[src/rtl/spc_pkg.sv]
package spc_pkg;

    localparam int ADDR_W     = 3;
    localparam int DATA_W     = 8;
    localparam int PAD_W      = 4;
    localparam int FRAME_BITS = 1 + ADDR_W + PAD_W + DATA_W;
    localparam int HEAD_BITS  = FRAME_BITS - DATA_W;
    localparam int CNT_W      = $clog2(FRAME_BITS + 2);
    localparam int NUM_WR     = 3;
    localparam int STICKY_W   = 3;

    typedef enum logic [ADDR_W-1:0] {
        REG_DAC  = 3'd0,
        REG_CTLA = 3'd1,
        REG_CTLB = 3'd2,
        REG_STAT = 3'd3
    } reg_addr_e;

    // Serial word as it arrives, MSB first.
    typedef struct packed {
        logic              rw;
        logic [ADDR_W-1:0] addr;
        logic [PAD_W-1:0]  pad;
        logic [DATA_W-1:0] data;
    } frame_t;

    // Event emitted when the select rises.
    typedef struct packed {
        logic              done;
        logic              ok;
        logic              rw;
        logic [ADDR_W-1:0] addr;
        logic [DATA_W-1:0] data;
    } frame_evt_t;

    typedef struct packed {
        logic fault;
        logic hiz;
        logic phase_ok;
        logic ilim;
        logic chop;
        logic tx_err;
        logic ctl_tgl;
        logic dac_tgl;
    } status_t;

    function automatic logic hits(logic [ADDR_W-1:0] a, reg_addr_e r);
        return a == r;
    endfunction

    function automatic logic [CNT_W-1:0] sat_inc(logic [CNT_W-1:0] c);
        return (&c) ? c : c + 1'b1;
    endfunction

endpackage

[src/rtl/spc_sync.sv]
module spc_sync #(
    parameter int            W       = 1,
    parameter int            STAGES  = 2,
    parameter logic [W-1:0]  RST_VAL = '0
) (
    input  logic         clk,
    input  logic         rst,
    input  logic [W-1:0] d,
    output logic [W-1:0] q
);
    logic [W-1:0] chain [STAGES];

    for (genvar g = 0; g < STAGES; g++) begin : g_stage
        if (g == 0) begin : g_first
            always_ff @(posedge clk) begin
                if (rst) chain[g] <= RST_VAL;
                else     chain[g] <= d;
            end
        end else begin : g_next
            always_ff @(posedge clk) begin
                if (rst) chain[g] <= RST_VAL;
                else     chain[g] <= chain[g-1];
            end
        end
    end

    assign q = chain[STAGES-1];
endmodule

[src/rtl/spc_frame.sv]
module spc_frame
    import spc_pkg::*;
(
    input  logic              clk,
    input  logic              rst,
    input  logic              cs_n_s,
    input  logic              sck_s,
    input  logic              sdi_s,
    input  logic [DATA_W-1:0] rd_word,
    output logic [ADDR_W-1:0] rd_addr,
    output logic              load_req,
    output frame_evt_t        evt,
    output logic              sdo
);
    localparam logic [CNT_W-1:0] CNT_FULL = CNT_W'(FRAME_BITS);
    localparam logic [CNT_W-1:0] CNT_LOAD = CNT_W'(HEAD_BITS - 1);

    logic                  cs_d, sck_d;
    logic [CNT_W-1:0]      cnt;
    logic [FRAME_BITS-1:0] sr;
    logic [DATA_W-1:0]     out_sr;
    logic                  sck_rise, cs_fall, cs_rise, in_frame;

    assign sck_rise = sck_s & ~sck_d;
    assign cs_fall  = ~cs_n_s & cs_d;
    assign cs_rise  = cs_n_s & ~cs_d;
    assign in_frame = ~cs_n_s;

    // Before the edge that completes the header, the direction bit and the
    // address sit just below the next shift position.
    assign rd_addr  = sr[HEAD_BITS-3 -: ADDR_W];
    assign load_req = sck_rise & in_frame & (cnt == CNT_LOAD) & sr[HEAD_BITS-2];

    always_ff @(posedge clk) begin
        if (rst) begin
            cs_d   <= 1'b1;
            sck_d  <= 1'b0;
            cnt    <= '0;
            sr     <= '0;
            out_sr <= '0;
        end else begin
            cs_d  <= cs_n_s;
            sck_d <= sck_s;
            if (cs_fall) begin
                cnt    <= '0;
                sr     <= '0;
                out_sr <= '0;
            end else if (cs_rise) begin
                out_sr <= '0;
            end else if (in_frame && sck_rise) begin
                sr  <= {sr[FRAME_BITS-2:0], sdi_s};
                cnt <= sat_inc(cnt);
                if (load_req)
                    out_sr <= rd_word;
                else if (cnt > CNT_LOAD)
                    out_sr <= {out_sr[DATA_W-2:0], 1'b0};
            end
        end
    end

    assign evt.done = cs_rise;
    assign evt.ok   = (cnt == CNT_FULL);
    assign evt.rw   = sr[FRAME_BITS-1];
    assign evt.addr = sr[FRAME_BITS-2 -: ADDR_W];
    assign evt.data = sr[DATA_W-1:0];
    assign sdo      = out_sr[DATA_W-1];

    // the data line rests low between frames
    a_r2_sdo_idle_low: assert property (@(posedge clk) disable iff (rst)
        (cs_n_s && cs_d) |-> !sdo);

    // every new frame starts counting from zero
    a_r1_count_restart: assert property (@(posedge clk) disable iff (rst)
        cs_fall |=> (cnt == '0));
endmodule

[src/rtl/spc_regs.sv]
module spc_regs
    import spc_pkg::*;
(
    input  logic              clk,
    input  logic              rst,
    input  frame_evt_t        evt,
    input  logic [ADDR_W-1:0] rd_addr,
    input  status_t           stat,
    output logic [DATA_W-1:0] dac_q,
    output logic [DATA_W-1:0] ctl_a_q,
    output logic [DATA_W-1:0] ctl_b_q,
    output logic              dac_tgl,
    output logic              ctl_tgl,
    output logic              ctla_wr,
    output logic [DATA_W-1:0] rd_word
);
    logic [DATA_W-1:0] bank [NUM_WR];
    logic              wr_ok, wr_dac, wr_ctl;

    assign wr_ok   = evt.done & evt.ok & ~evt.rw;
    assign wr_dac  = wr_ok & hits(evt.addr, REG_DAC);
    assign ctla_wr = wr_ok & hits(evt.addr, REG_CTLA);
    assign wr_ctl  = ctla_wr | (wr_ok & hits(evt.addr, REG_CTLB));

    always_ff @(posedge clk) begin
        if (rst) begin
            for (int i = 0; i < NUM_WR; i++) bank[i] <= '0;
            dac_tgl <= 1'b0;
            ctl_tgl <= 1'b0;
        end else begin
            for (int i = 0; i < NUM_WR; i++)
                if (wr_ok && evt.addr == ADDR_W'(i)) bank[i] <= evt.data;
            if (wr_dac) dac_tgl <= ~dac_tgl;
            if (wr_ctl) ctl_tgl <= ~ctl_tgl;
        end
    end

    assign dac_q   = bank[int'(REG_DAC)];
    assign ctl_a_q = bank[int'(REG_CTLA)];
    assign ctl_b_q = bank[int'(REG_CTLB)];

    always_comb begin
        case (rd_addr)
            REG_DAC:  rd_word = dac_q;
            REG_CTLA: rd_word = ctl_a_q;
            REG_CTLB: rd_word = ctl_b_q;
            REG_STAT: rd_word = stat;
            default:  rd_word = '0;
        endcase
    end

    // a frame with a bad edge count leaves all storage alone
    a_r5_bad_frame_inert: assert property (@(posedge clk) disable iff (rst)
        (evt.done && !evt.ok) |=> ($stable(dac_q) && $stable(ctl_a_q) &&
                                   $stable(ctl_b_q) && $stable(dac_tgl) &&
                                   $stable(ctl_tgl)));

    // accepted DAC write inverts its confirmation bit
    a_r3_dac_toggle: assert property (@(posedge clk) disable iff (rst)
        (evt.done && evt.ok && !evt.rw && evt.addr == REG_DAC) |=> (dac_tgl != $past(dac_tgl)));

    // control writes never disturb the DAC confirmation bit
    a_r4_ctl_toggle: assert property (@(posedge clk) disable iff (rst)
        (evt.done && evt.ok && !evt.rw && (evt.addr == REG_CTLA || evt.addr == REG_CTLB))
            |=> ((ctl_tgl != $past(ctl_tgl)) && $stable(dac_tgl)));
endmodule

[src/rtl/spc_status.sv]
module spc_status
    import spc_pkg::*;
(
    input  logic    clk,
    input  logic    rst,
    input  logic    bad_frame,
    input  logic    stat_load,
    input  logic    stat_clear,
    input  logic    drive_en,
    input  logic    run_mode,
    input  logic    bemf_pol,
    input  logic    dac_tgl,
    input  logic    ctl_tgl,
    input  logic    ctla_wr,
    input  logic    ilim_s,
    input  logic    spin_s,
    input  logic    bemf_s,
    input  logic    blank_s,
    input  logic    ondly_s,
    output status_t stat,
    output logic    hiz
);
    // Sticky order: {current limit, chop blanking, framing error}
    logic [STICKY_W-1:0] sticky, reported, set_v, clr_v;
    logic                spin_d, phase_ok, kill, spin_fall;

    assign spin_fall = ~spin_s & spin_d;
    assign set_v     = {ilim_s, blank_s & ondly_s, bad_frame};
    assign clr_v     = stat_clear ? reported : '0;

    always_ff @(posedge clk) begin
        if (rst) begin
            sticky   <= '0;
            reported <= '0;
            spin_d   <= 1'b0;
            phase_ok <= 1'b0;
            kill     <= 1'b0;
        end else begin
            sticky <= (sticky & ~clr_v) | set_v;
            if (stat_load) reported <= sticky;
            spin_d <= spin_s;
            if (spin_fall) phase_ok <= (bemf_s == bemf_pol);
            if (ilim_s && drive_en && run_mode) kill <= 1'b1;
            else if (ctla_wr)                   kill <= 1'b0;
        end
    end

    assign hiz = ~drive_en | kill;

    assign stat.fault    = kill;
    assign stat.hiz      = hiz;
    assign stat.phase_ok = phase_ok;
    assign stat.ilim     = sticky[2];
    assign stat.chop     = sticky[1];
    assign stat.tx_err   = sticky[0];
    assign stat.ctl_tgl  = ctl_tgl;
    assign stat.dac_tgl  = dac_tgl;

    // a bad frame raises the framing flag
    a_r5_tx_err_sets: assert property (@(posedge clk) disable iff (rst)
        bad_frame |=> stat.tx_err);

    // current limit is recorded in any mode
    a_r7_ilim_recorded: assert property (@(posedge clk) disable iff (rst)
        ilim_s |=> stat.ilim);

    // current limit in run mode tristates the stage on the next cycle
    a_r8_run_ilim_hiz: assert property (@(posedge clk) disable iff (rst)
        (ilim_s && drive_en && run_mode) |=> (hiz && stat.fault));

    // phase bit follows the comparator at each spindle-clock fall
    a_r9_phase_sample: assert property (@(posedge clk) disable iff (rst)
        spin_fall |=> (phase_ok == $past(bemf_s == bemf_pol)));

    // coincident blanking and on-delay marks the chop flag
    a_r10_chop_sets: assert property (@(posedge clk) disable iff (rst)
        (blank_s && ondly_s) |=> stat.chop);
endmodule

[src/rtl/spc_port_top.sv]
module spc_port_top
    import spc_pkg::*;
#(
    parameter int SYNC_STAGES = 2
) (
    input  logic              clk,
    input  logic              rst,
    input  logic              cs_n,
    input  logic              sck,
    input  logic              sdi,
    output logic              sdo,
    input  logic              spin_clk,
    input  logic              bemf_cmp,
    input  logic              blank_cmp,
    input  logic              ondly_win,
    input  logic              ilim_in,
    output logic [DATA_W-1:0] dac_byte,
    output logic [DATA_W-1:0] ctl_a,
    output logic [DATA_W-1:0] ctl_b,
    output logic              drive_hiz
);
    localparam int         N_IN     = 8;
    localparam logic [N_IN-1:0] IN_IDLE = 8'b1000_0000;

    logic [N_IN-1:0]   raw_in, syn_in;
    logic              cs_n_s, sck_s, sdi_s, spin_s, bemf_s, blank_s, ondly_s, ilim_s;
    frame_evt_t        evt;
    logic [ADDR_W-1:0] rd_addr;
    logic              load_req;
    logic [DATA_W-1:0] rd_word;
    status_t           stat;
    logic              dac_tgl, ctl_tgl, ctla_wr;
    logic              bad_frame, stat_load, stat_clear;

    assign raw_in = {cs_n, sck, sdi, spin_clk, bemf_cmp, blank_cmp, ondly_win, ilim_in};

    spc_sync #(.W(N_IN), .STAGES(SYNC_STAGES), .RST_VAL(IN_IDLE)) u_sync (
        .clk (clk),
        .rst (rst),
        .d   (raw_in),
        .q   (syn_in)
    );

    assign {cs_n_s, sck_s, sdi_s, spin_s, bemf_s, blank_s, ondly_s, ilim_s} = syn_in;

    spc_frame u_frame (
        .clk      (clk),
        .rst      (rst),
        .cs_n_s   (cs_n_s),
        .sck_s    (sck_s),
        .sdi_s    (sdi_s),
        .rd_word  (rd_word),
        .rd_addr  (rd_addr),
        .load_req (load_req),
        .evt      (evt),
        .sdo      (sdo)
    );

    spc_regs u_regs (
        .clk     (clk),
        .rst     (rst),
        .evt     (evt),
        .rd_addr (rd_addr),
        .stat    (stat),
        .dac_q   (dac_byte),
        .ctl_a_q (ctl_a),
        .ctl_b_q (ctl_b),
        .dac_tgl (dac_tgl),
        .ctl_tgl (ctl_tgl),
        .ctla_wr (ctla_wr),
        .rd_word (rd_word)
    );

    assign bad_frame  = evt.done & ~evt.ok;
    assign stat_load  = load_req & hits(rd_addr, REG_STAT);
    assign stat_clear = evt.done & evt.ok & evt.rw & hits(evt.addr, REG_STAT);

    spc_status u_status (
        .clk        (clk),
        .rst        (rst),
        .bad_frame  (bad_frame),
        .stat_load  (stat_load),
        .stat_clear (stat_clear),
        .drive_en   (ctl_a[0]),
        .run_mode   (ctl_a[1]),
        .bemf_pol   (ctl_b[0]),
        .dac_tgl    (dac_tgl),
        .ctl_tgl    (ctl_tgl),
        .ctla_wr    (ctla_wr),
        .ilim_s     (ilim_s),
        .spin_s     (spin_s),
        .bemf_s     (bemf_s),
        .blank_s    (blank_s),
        .ondly_s    (ondly_s),
        .stat       (stat),
        .hiz        (drive_hiz)
    );
endmodule

[config.mk]
export PLATFORM = sky130hd
export DESIGN_NAME = spc_port_top
export DESIGN_NICKNAME = d
export VERILOG_FILES = /design/src/rtl/spc_pkg.sv /design/src/rtl/spc_sync.sv /design/src/rtl/spc_frame.sv /design/src/rtl/spc_regs.sv /design/src/rtl/spc_status.sv /design/src/rtl/spc_port_top.sv
export SDC_FILE = /design/constraint.sdc
export NUM_CORES = 1
export LEC_CHECK = 0
export CAP_MARGIN = 15
export CORE_MARGIN = 1.5
export CORE_UTILIZATION = 36
export DETAILED_ROUTE_END_ITERATION = 8
export SYNTH_ARGS = -nofsm -noshare
export SYNTH_HDL_FRONTEND = slang
export SYNTH_SLANG_ARGS = --single-unit
[constraint.sdc]
create_clock -name clk -period 1.9 [get_ports clk]
set_input_delay 0.19 -clock clk [delete_from_list [all_inputs] [get_ports clk]]
set_output_delay 0.19 -clock clk [all_outputs]
set_load 0.005 [all_outputs]
======== Yosys cells after proc, flatten, opt, wreduce, memory -nomap -nowiden ========
Memory sizes are Yosys's and may differ from the RTL's.
Cells that the tools add are included.
Widths: inputs -> output; s select.
storage, ports and cells
  bits in registers ....................... 42
  RAM bits ................................ 40
  input port bits ......................... 10
  output and inout port bits .............. 26
  logic and storage cells ................. 102
  memories kept ........................... 2
cells by class
  add/subtract/negate cells ............... 1
  order comparisons ....................... 1
  equal/unequal tests ..................... 9
  mux-type cells .......................... 23
  bitwise logic cells ..................... 38
  reductions and logical operators ........ 16
memories
  memory        depth  bits a word  rd ports  clocked after memory_dff  wr ports  line            source
  u_regs.bank   3      8            3         0                         3         spc_regs.sv:17  logic [DATA_W-1:0] bank [NUM_WR];
  u_sync.chain  2      8            2         0                         2         spc_sync.sv:11  logic [W-1:0] chain [STAGES];
operator list
  cell                 count
  $mux 8               7
  $pmux 8 s4           1
  $and 1x1->1          17
  $mux 1               14
  $eq 3x2->1 const B   4
  $not 1->1            11
  $or 1x1->1           7
  $eq 3x1->1 const B   2
  $logic_and 1x1->1    6
  $logic_not 3->1      2
  $add 5x1->5 const B  1
  $eq 5x3->1 const B   1
  $eq 5x5->1 const B   1
  $gt 5x3->1 const B   1
  $reduce_and 5->1     1
  $reduce_and 2->1     2
  $reduce_bool 2->1    2
  $and 3x3->3          1
  $mux 3               1
  $not 3->3            1
  $or 3x3->3           1
  $reduce_and 3->1     1
  $reduce_or 3->1      1
  $reduce_or 2->1      1
  $eq 1x1->1           1

======== Longest topological paths before layout ========
Gate-level depths: netlist of run 1.
  depth in word-level cells ............... 9
  depth in mapped cells ................... 7
  depth with buffers taken out ............ 7

======== By module ========
Synthesis of run 1 repeated with hierarchy kept, for this count alone.
second synthesis, totals
  cell total of the unflattened synthesis .. 308
  area total of the unflattened synthesis .. 3,447.1 um^2
modules (own cells, without submodules)
  module        times used  cells each  area an instance (um^2)  seq. area each (um^2)
  spc_frame     1           164         1,406.3                  620.6
  spc_regs      1           69          1,164.9                  760.7
  spc_sync      1           33          437.9                    320.3
  spc_status    1           38          400.4                    180.2
  spc_port_top  1           4           37.5                     0.0

======== Worst setup path after synthesis of run 1 ========
OpenSTA, ideal clock, no wires.
  path kind ............................... register -> register
  start ................................... reg u_frame.cnt[0]
  end ..................................... reg u_frame.cnt[3]
  library setup time ...................... 0.128 ns
  data arrival time ....................... 1.884 ns
  required time ........................... 1.772 ns
  path slack .............................. -0.112 ns
  stages on the path, launching flop included .. 8
  buffers on the path ..................... 0
  clock period less this slack ............ 2.012 ns
  cell sequence ........................... dfxtp_1 > ha_1 > and3_1 > ha_1 > nor4b_1 > nand4_1 > xor2_1 > nor2_1
between the ends
  longest elaborated chain between the ends .. 3
  elaborated cells on any way between the ends .. 4
  classes of those cells .................. add/sub: 1; bitwise: 1; reduce/logical: 2
RTL lines
  item                                                 line             source
  from (decl)                                          spc_frame.sv:19  logic [CNT_W-1:0] cnt;
  from (signal assigned)                               spc_frame.sv:52  cnt <= sat_inc(cnt);
  branches (longest 3 deep; another with $add 5x1->5)  n/a
Parallel ways; which one is timed is not known.
A chain may end at the register's enable or synchronous reset.

==> results of run 1 <==
-- kinds of logic (layout without fill, tap and decap cells) --
group,Yosys count,in the layout,synth area share
AO/OA/AOI/OAI,42,42,0.08362
flip-flops,82,82,0.5716
XOR/XNOR,7,7,0.01862
multiplexers,11,11,0.06043
AND/OR/NAND/NOR,131,131,0.2178
buffers and inverters,25,82,0.03649
adder cells (fa/ha/maj),3,3,0.01140
-- layer usage --
metal / up-vias / routed length, um / track usage
li1: 1152 / - / -
met1: 1048 / 3141 / 0.1861
met2: 47 / 2964 / 0.2244
met3: 10 / 292 / 0.02979
met4: 0 / 175 / 0.08901
met5: - / 0 / 0
-- final timing paths --
kind / to / slack, ns / cells past startpoint
worst max-delay path: u_regs.bank[0][12] / 0.02 / 5
worst min-delay path: u_sync.chain[0][0] / 0.38 / 2
worst max register to register: u_regs.bank[0][12] / 0.02 / 5
worst min register to register: u_sync.chain[1][7] / 0.42 / 1
-- cells in the mapped netlist (5+ instances only) --
cell type,instances
nand4b_1,8
mux4_2,7
a21oi_1,24
o21ai_0,5
dfxtp_1,58
buf_4,6
nor2b_1,19
a311oi_1,8
edfxtp_1,24
nand2_1,42
clkbuf_1,10
inv_1,5
and2_1,8
or2_2,6
nor2_1,21
-- through the flow --
step | hold WS, ns | util
global route | 0.3781 | 0.4655
floorplan | 0.2616 | -
global placement | 0.4039 | 0.4396
CTS | 0.3671 | 0.4584
detailed placement | 0.4095 | 0.4396
finish | 0.3827 | 0.4655
-- layout make-up --
type,instances,area share
well taps,108,0.03297
multi-input cells,194,0.3248
flip-flops and latches,82,0.4600
inverters,5,0.004579
repair buffers,61,0.1380
clock buffers,11,0.03205
clock inverters,5,0.007631
-- power groups by stage --
stage	Sequential [mW]	Clock, mW	Combinational, mW
CTS	1.85	1.10	0.152
detailed placement	1.89	0	0.151
global route	1.86	1.18	0.165
floorplan	1.89	0	0.0649
global placement	1.89	0	0.151
finish	1.85	1.07	0.152
-- repair_timing --
action / 4_1_cts / 5_1_grt
pin swaps: 0 / 4
endpoints found under the setup margin: 8 / 50
gates resized for setup: 1 / 11
setup buffers: 0 / 3
-- registers in the layout, indices dropped and copies added (netlist names), 3 cells and up --
name	flops
u_status.reported	3
u_frame.sr	16
u_status.sticky	3
u_frame.cnt	5
u_frame.out_sr	8
u_regs.bank	24
u_sync.chain	16
==> metrics.md, run 1 <==
| Metric | Value |
|---|---|
| Worst endpoint data arrival time | between 2 and 2.5 ns |
| Hold Crit Start | ilim_in |
| Top cells by area, synth | dfxtp_1 (35%), edfxtp_1 (22%), mux4_2 (4.8%), nand2_1 (4.8%), a21oi_1 (3.6%) |
| Asr flop ratio synth | 0 |
| Max Root-Sink Buffers | 2 |
| Die area | between 9000 and 10000 um2 |
| Gpl congestion | ~0.82 |
| Antenna viol nets, final | 0 |
| Yosys Warn Count | 0 |
| Slowest Stage Delay on Critical Path | slightly above 0.4 ns |
| Cell Area, Placed | slightly below 4000 um2 |
| DR DRC count | 3 |
| Largest net degree at the start of global routing | 28 |
| Final Hold Viols | 0 |
| CP Cell Sequence | or3b_4 -> or3_4 -> a211oi_4 -> buf_6 -> and2_1 |
| Area of the multi-input gates | 1331 um2 |
| Cell Count, Final, Fillers Out | 466 |
| Fillcell total | 830 |
| Syn Std Cell Area | approximately 3300 um2 |
| Reg power frac | 0.603 |
| Setup Skew | between 0.009 and 0.01 ns |
| Power per Cell Area | about 750 nW/um2 |
| Unique masters post-synth | 42 |
| Most common cell after layout, fill and taps aside | dfxtp_1 |
| Via Count | ~2300 |
| Ys flop type | dfxtp_1 |
| Slew headroom | 0.6527 |
| # setup viols final | 0 |
| Overall power | 3.073 mW |
| RSZ-0062 raised after global routing | true |
| Failing checks | design-rule violations |
| Cells after Synth | roughly 300 |
| CP max stage cell | or3b_4 |
| Mean routed wirelength per cell | 14.11 um |
| Final net count | around 370 |
| Clock sink count | just over 80 |
| Internal | 2.389 mW |
| DR iter-0 viols | 90 |
| Final Cell Area | approximately 4100 um2 |
| Count of pins over their slew limit | 0 |
| # H-tree levels | 3 |
| Hold Path Class | in -> reg |
| Largest area contributor in the netlist | dfxtp_1 |
| Mapped Nets | around 310 |
| Crit path buf inv count | 1 |
| Switching power | 684.2 uW |
| Worst-path fanout max | 6 |
| First-pass GRT wire length | roughly 10 mm |
| CTS root buffer | clkbuf_8 |
| Ant diodes | 0 |
| Final setup margin | ~0.023 ns |
| Setup CP Type | reg -> reg |
| Critical path required time | approximately 2.1 ns |
| Crit end category | flip-flop |
| Total CTS buffers | 9 |
| TritonCTS clock tree | done |
| Peak VDD IR | about 340 uV |
| Core area | 8806 um2 |
| Final Critical Period | 1.877 ns |
| Register area | ~1900 um2 |
| Place WS | -0.01022 ns |
| Die Wd | between 90 and 100 um |
| Worst r2r src | u_frame.sr[14] |
| Leakage | around 1.4 nW |
| Logic pwr share | 0.050 |
| Clk pin slew, worst setup/hold paths | about 0.080 ns |
| Drt pass-1 iters | 8 |
| Initial core utilization | 0.3738 |
| CP top delay family | simple AND/OR/NAND/NOR gates |
| Max Clock Freq | 532.7 MHz |
| Most frequent cells in the layout | dfxtp_1 (55), nand2_1 (42), clkdlybuf4s50_1 (35) |
| Avg Cell Area, Syn | around 11 um2 |
| Placed insts | approximately 450 |
| Die height | slightly below 100 um |
| Layout area overhead | 24.52% |
| Crit share post-route | 0.9880 |
| Crit path launch | u_frame.sr[14] |
| WL final | 6.574 mm |
| Status | finished with violations |
| Vias per Instance | 4.843 |
| Number of max-cap violations | 0 |
| Seq/Total Area, Yosys | 0.5716 |
| Setup crit start kind | flip-flop |
| Top-area cell type share of the netlist area | 0.3527 |
| Remaining global-route overflow | 0 |
| Io pins | 36 |
| Slew @ Worst Pin | roughly 0.51 ns |
| Number of synthesized flops with an enable pin | 24 |
| Sw frac | 0.2226 |
| Clock share of power | 0.347 |
| Number of buffers added on ports | 35 |
| Setup TNS Final | 0 ns |
| # hold bufs at CTS | 0 |
| Rows | 34 |
| Hpwl dp | about 4.7 mm |
| Initial antenna violation count | 0 |
| Number of global-route vias before repair | 2105 |
| Yosys reg bits | about 80 |
| GRT Util Overall | 0.1447 |
| Clk_lat worst skew | about 0.35 ns |
| Share of layout cells above drive strength 1 | 0.1899 |
Note: power is estimated with default switching activity, not from simulation.
==> run 2, diff against run 1 <==
Settings changed: SYNTH_HIERARCHICAL from default to 1.
==> run 2 against run 1 <==
Net effect:
- the run now ends clean
- first-iteration DRC count grew 7.8%
- global-route usage is 0.18 points lower
- register-to-register slack about the same
- wire length increased by 2.0%
- cell count is 3.4% higher
- sequential cell count unchanged
- die area is 4.6% higher
- worst setup slack better by 0.0023 ns
- sequential power about the same
==> metrics.md, run 2 <==
| Metric | Value |
|---|---|
| Final Critical Period | 1.875 ns |
| Largest area contributor in the netlist | dfxtp_1 |
| Clk_lat worst skew | about 0.35 ns |
| Leakage | about 1.5 nW |
| Worst endpoint data arrival time | roughly 1.9 ns |
| Place WS | -0.1109 ns |
| Final Cell Area | between 4000 and 5000 um2 |
| Number of global-route vias before repair | roughly 2200 |
| Sw frac | 0.2096 |
| RSZ-0062 raised after global routing | true |
| Internal | approximately 2.5 mW |
| First-pass GRT wire length | between 10 and 15 mm |
| Crit share post-route | 0.9868 |
| Hold Path Depth | 2 |
| Top post-synthesis cells by count | dfxtp_1 (58), nand2_1 (39), a21oi_1 (29) |
| Max reg flops | 24 |
| Status | finished clean |
| Layout area overhead | 23.56% |
| Yosys Warn Count | 6 |
| Remaining global-route overflow | 0 |
| Unique masters post-synth | between 40 and 50 |
| Final net count | roughly 360 |
| Cells after Synth | about 310 |
| Gpl congestion | slightly below 0.9 |
| Hpwl dp | 4.762 mm |
| Power per Cell Area | between 700 and 800 nW/um2 |
| Most frequent cells in the layout | dfxtp_1 (55), nand2_1 (39), clkdlybuf4s50_1 (35) |
| Share of layout cells above drive strength 1 | 0.2238 |
| Fin util | 0.4609 |
| Endpoint, Worst Hold | u_sync/chain[0][5] |
| Rows | 35 |
| WL final | between 6 and 7 mm |
| R2R setup slack | about 0.025 ns |
| R2R cell count | 7 |
| Initial antenna violation count | 0 |
| Via Count | approximately 2300 |
| Overall power | between 3 and 4 mW |
| # H-tree levels | 3 |
| Crit end category | flip-flop |
| Switching power | approximately 670 uW |
| DR iter-0 viols | between 90 and 100 |
| Largest regs | u_regs/bank: 24 flops, u_frame/sr: 16 flops, u_sync/chain: 16 flops |
| Hold Crit Start | sdi |
| Drt pass-1 iters | 4 |
| Setup crit start kind | flip-flop |
| Number of buffers added on ports | 35 |
| Slowest Stage Delay on Critical Path | roughly 0.37 ns |
| Die area | a little over 10000 um2 |
| Die height | approximately 100 um |
| Max Clock Freq | roughly 530 MHz |
| Setup Skew | ~0.0085 ns |
| Clk pin slew, worst setup/hold paths | 0.08 ns |
| Mapped Nets | 321 |
| DR DRC count | 0 |
| Syn Std Cell Area | between 3000 and 4000 um2 |
| Avg Cell Area, Syn | 11.19 um2 |
| Largest net degree at the start of global routing | 37 |
| Setup CP Type | reg -> reg |
| Worst-path fanout max | 8 |
| CP Cell Sequence | inv_2 -> ha_4 -> nor4bb_4 -> nand4bb_1 -> buf_4 -> nor3b_4 -> or2_4 |
| Ys flop type | dfxtp_1 |
| Most common cell after layout, fill and taps aside | dfxtp_1 |
| Reg power frac | 0.579 |
| Final Hold Viols | 0 |
| CTS root buffer | clkbuf_8 |
| Peak VDD IR | approximately 310 uV |
| Count of pins over their slew limit | 0 |
| Slew headroom | 0.6588 |
| Antenna viol nets, final | 0 |
| Ant diodes | 0 |
| Asr flop ratio synth | 0 |
| Yosys reg bits | approximately 80 |
| Number of max-cap violations | 0 |
| GRT Util Overall | 0.1429 |
| Critical path required time | a little under 2 ns |
| Hold Path Class | in -> reg |
| TritonCTS clock tree | done |
| Core area | 9240 um2 |
| Vias per Instance | ~4.7 |
| Io pins | 36 |
| Worst R2R End | u_regs/bank[0][8] |
| Worst r2r src | u_frame/cnt[0] |
| Clock share of power | 0.369 |
| Mean routed wirelength per cell | between 10 and 15 um |
| Seq/Total Area, Yosys | 0.5459 |
| Final setup margin | around 0.025 ns |
| Cell Area, Placed | between 3000 and 4000 um2 |
| Die Wd | a little over 100 um |
| # setup viols final | 0 |
| Initial core utilization | 0.3731 |
| Clock sink count | 82 |
| Top-area cell type share of the netlist area | 0.3368 |
| Number of synthesized flops with an enable pin | 24 |
| Biggest register | u_regs/bank |
| CP max stage cell | dfxtp_4 |
| Total CTS buffers | 9 |
| Max Root-Sink Buffers | 2 |
| Slew @ Worst Pin | about 0.51 ns |
| Logic pwr share | 0.052 |
| Count leader, synth | dfxtp_1 |
| Top cells by area, synth | dfxtp_1 (34%), edfxtp_1 (21%), mux4_2 (5.2%), buf_4 (4.6%), nand2_1 (4.2%) |
[run 2: critical path: cells and delay by family (launching register included)]
| kind | cells | cell delay [ns] |
|---|---|---|
| adder cells (fa/ha/maj) | 1 | 0.11 |
| buffers and inverters | 2 | 0.27 |
| flip-flops | 1 | 0.37 |
| AND/OR/NAND/NOR | 4 | 0.84 |
[run 2: cell families (layout without fill, tap and decap cells)]
| kind of cell | Yosys count | count (layout) | synth area share |
|---|---|---|---|
| buffers and inverters | 37 | 82 | 0.07114 |
| adder cells (fa/ha/maj) | 3 | 3 | 0.01089 |
| flip-flops | 82 | 82 | 0.5459 |
| XOR/XNOR | 5 | 5 | 0.01271 |
| multiplexers | 18 | 18 | 0.08131 |
| AND/OR/NAND/NOR | 112 | 112 | 0.1866 |
| AO/OA/AOI/OAI | 51 | 51 | 0.09147 |
[run 2: layer usage]
metal	GRT usage	vias to the layer above	part of all wire
met5	0	-	0
met4	0.04875	0	0.010
met3	0.04092	5	0.050
met2	0.2417	56	0.49
met1	0.1745	1089	0.45
li1	-	1133	-
[run 2: cell type report]
| type | instances | area (um2) |
|---|---|---|
| Inverter | 4 | 15.01 |
| Multi-Input combinational cell | 189 | 1405 |
| Fill cell | 855 | 4981 |
| Clock buffer | 10 | 127.6 |
| Tap cell | 129 | 161.4 |
| Timing Repair Buffer | 63 | 605.6 |
| Sequential cell | 82 | 1888 |
| Clock inverter | 5 | 56.30 |
[run 2: metrics by stage]
stage,cells,TNS [ns],hold slack (ns)
after floorplan,308,0,0.2591
after global placement,463,-0.1205,0.3936
after detailed placement,463,-2.623,0.3922
after CTS,478,-0.06660,0.3667
after global routing,482,-0.8972,0.3812
final,482,0,0.3836
[run 2: repair_timing]
action | CTS | global route
hold buffers | 0 | 0
pin swaps | 1 | 8
setup endpoints to repair | 47 | 62
buffers inserted | 0 | 4
gates resized for setup | 5 | 17
cloned | 0 | 0
hold endpoints to repair | 0 | 0
[run 2: worst max path at each step]
| stage | start | to | depth (start not counted) |
|---|---|---|---|
| detailed placement | u_frame/cnt[0] | u_regs/bank[0][13] | 6 |
| floorplan | u_frame/cnt[0] | u_regs/bank[0][10] | 7 |
| global route | u_frame/cnt[0] | u_regs/bank[0][8] | 7 |
| global placement | u_frame/cnt[0] | u_regs/bank[0][4] | 7 |
| finish | u_frame/cnt[0] | u_regs/bank[0][8] | 7 |
| CTS | u_frame/cnt[0] | u_regs/bank[0][0] | 7 |
[run 2: power by group through the flow]
stage          combinational (mW)  clock (mW)  sequential [mW]
2_1_floorplan              0.0746           0             1.89
3_3_place_gp                0.161           0             1.89
3_5_place_dp                0.162           0             1.90
4_1_cts                     0.164        1.22             1.86
5_1_grt                     0.180        1.29             1.86
6_report                    0.165        1.18             1.85
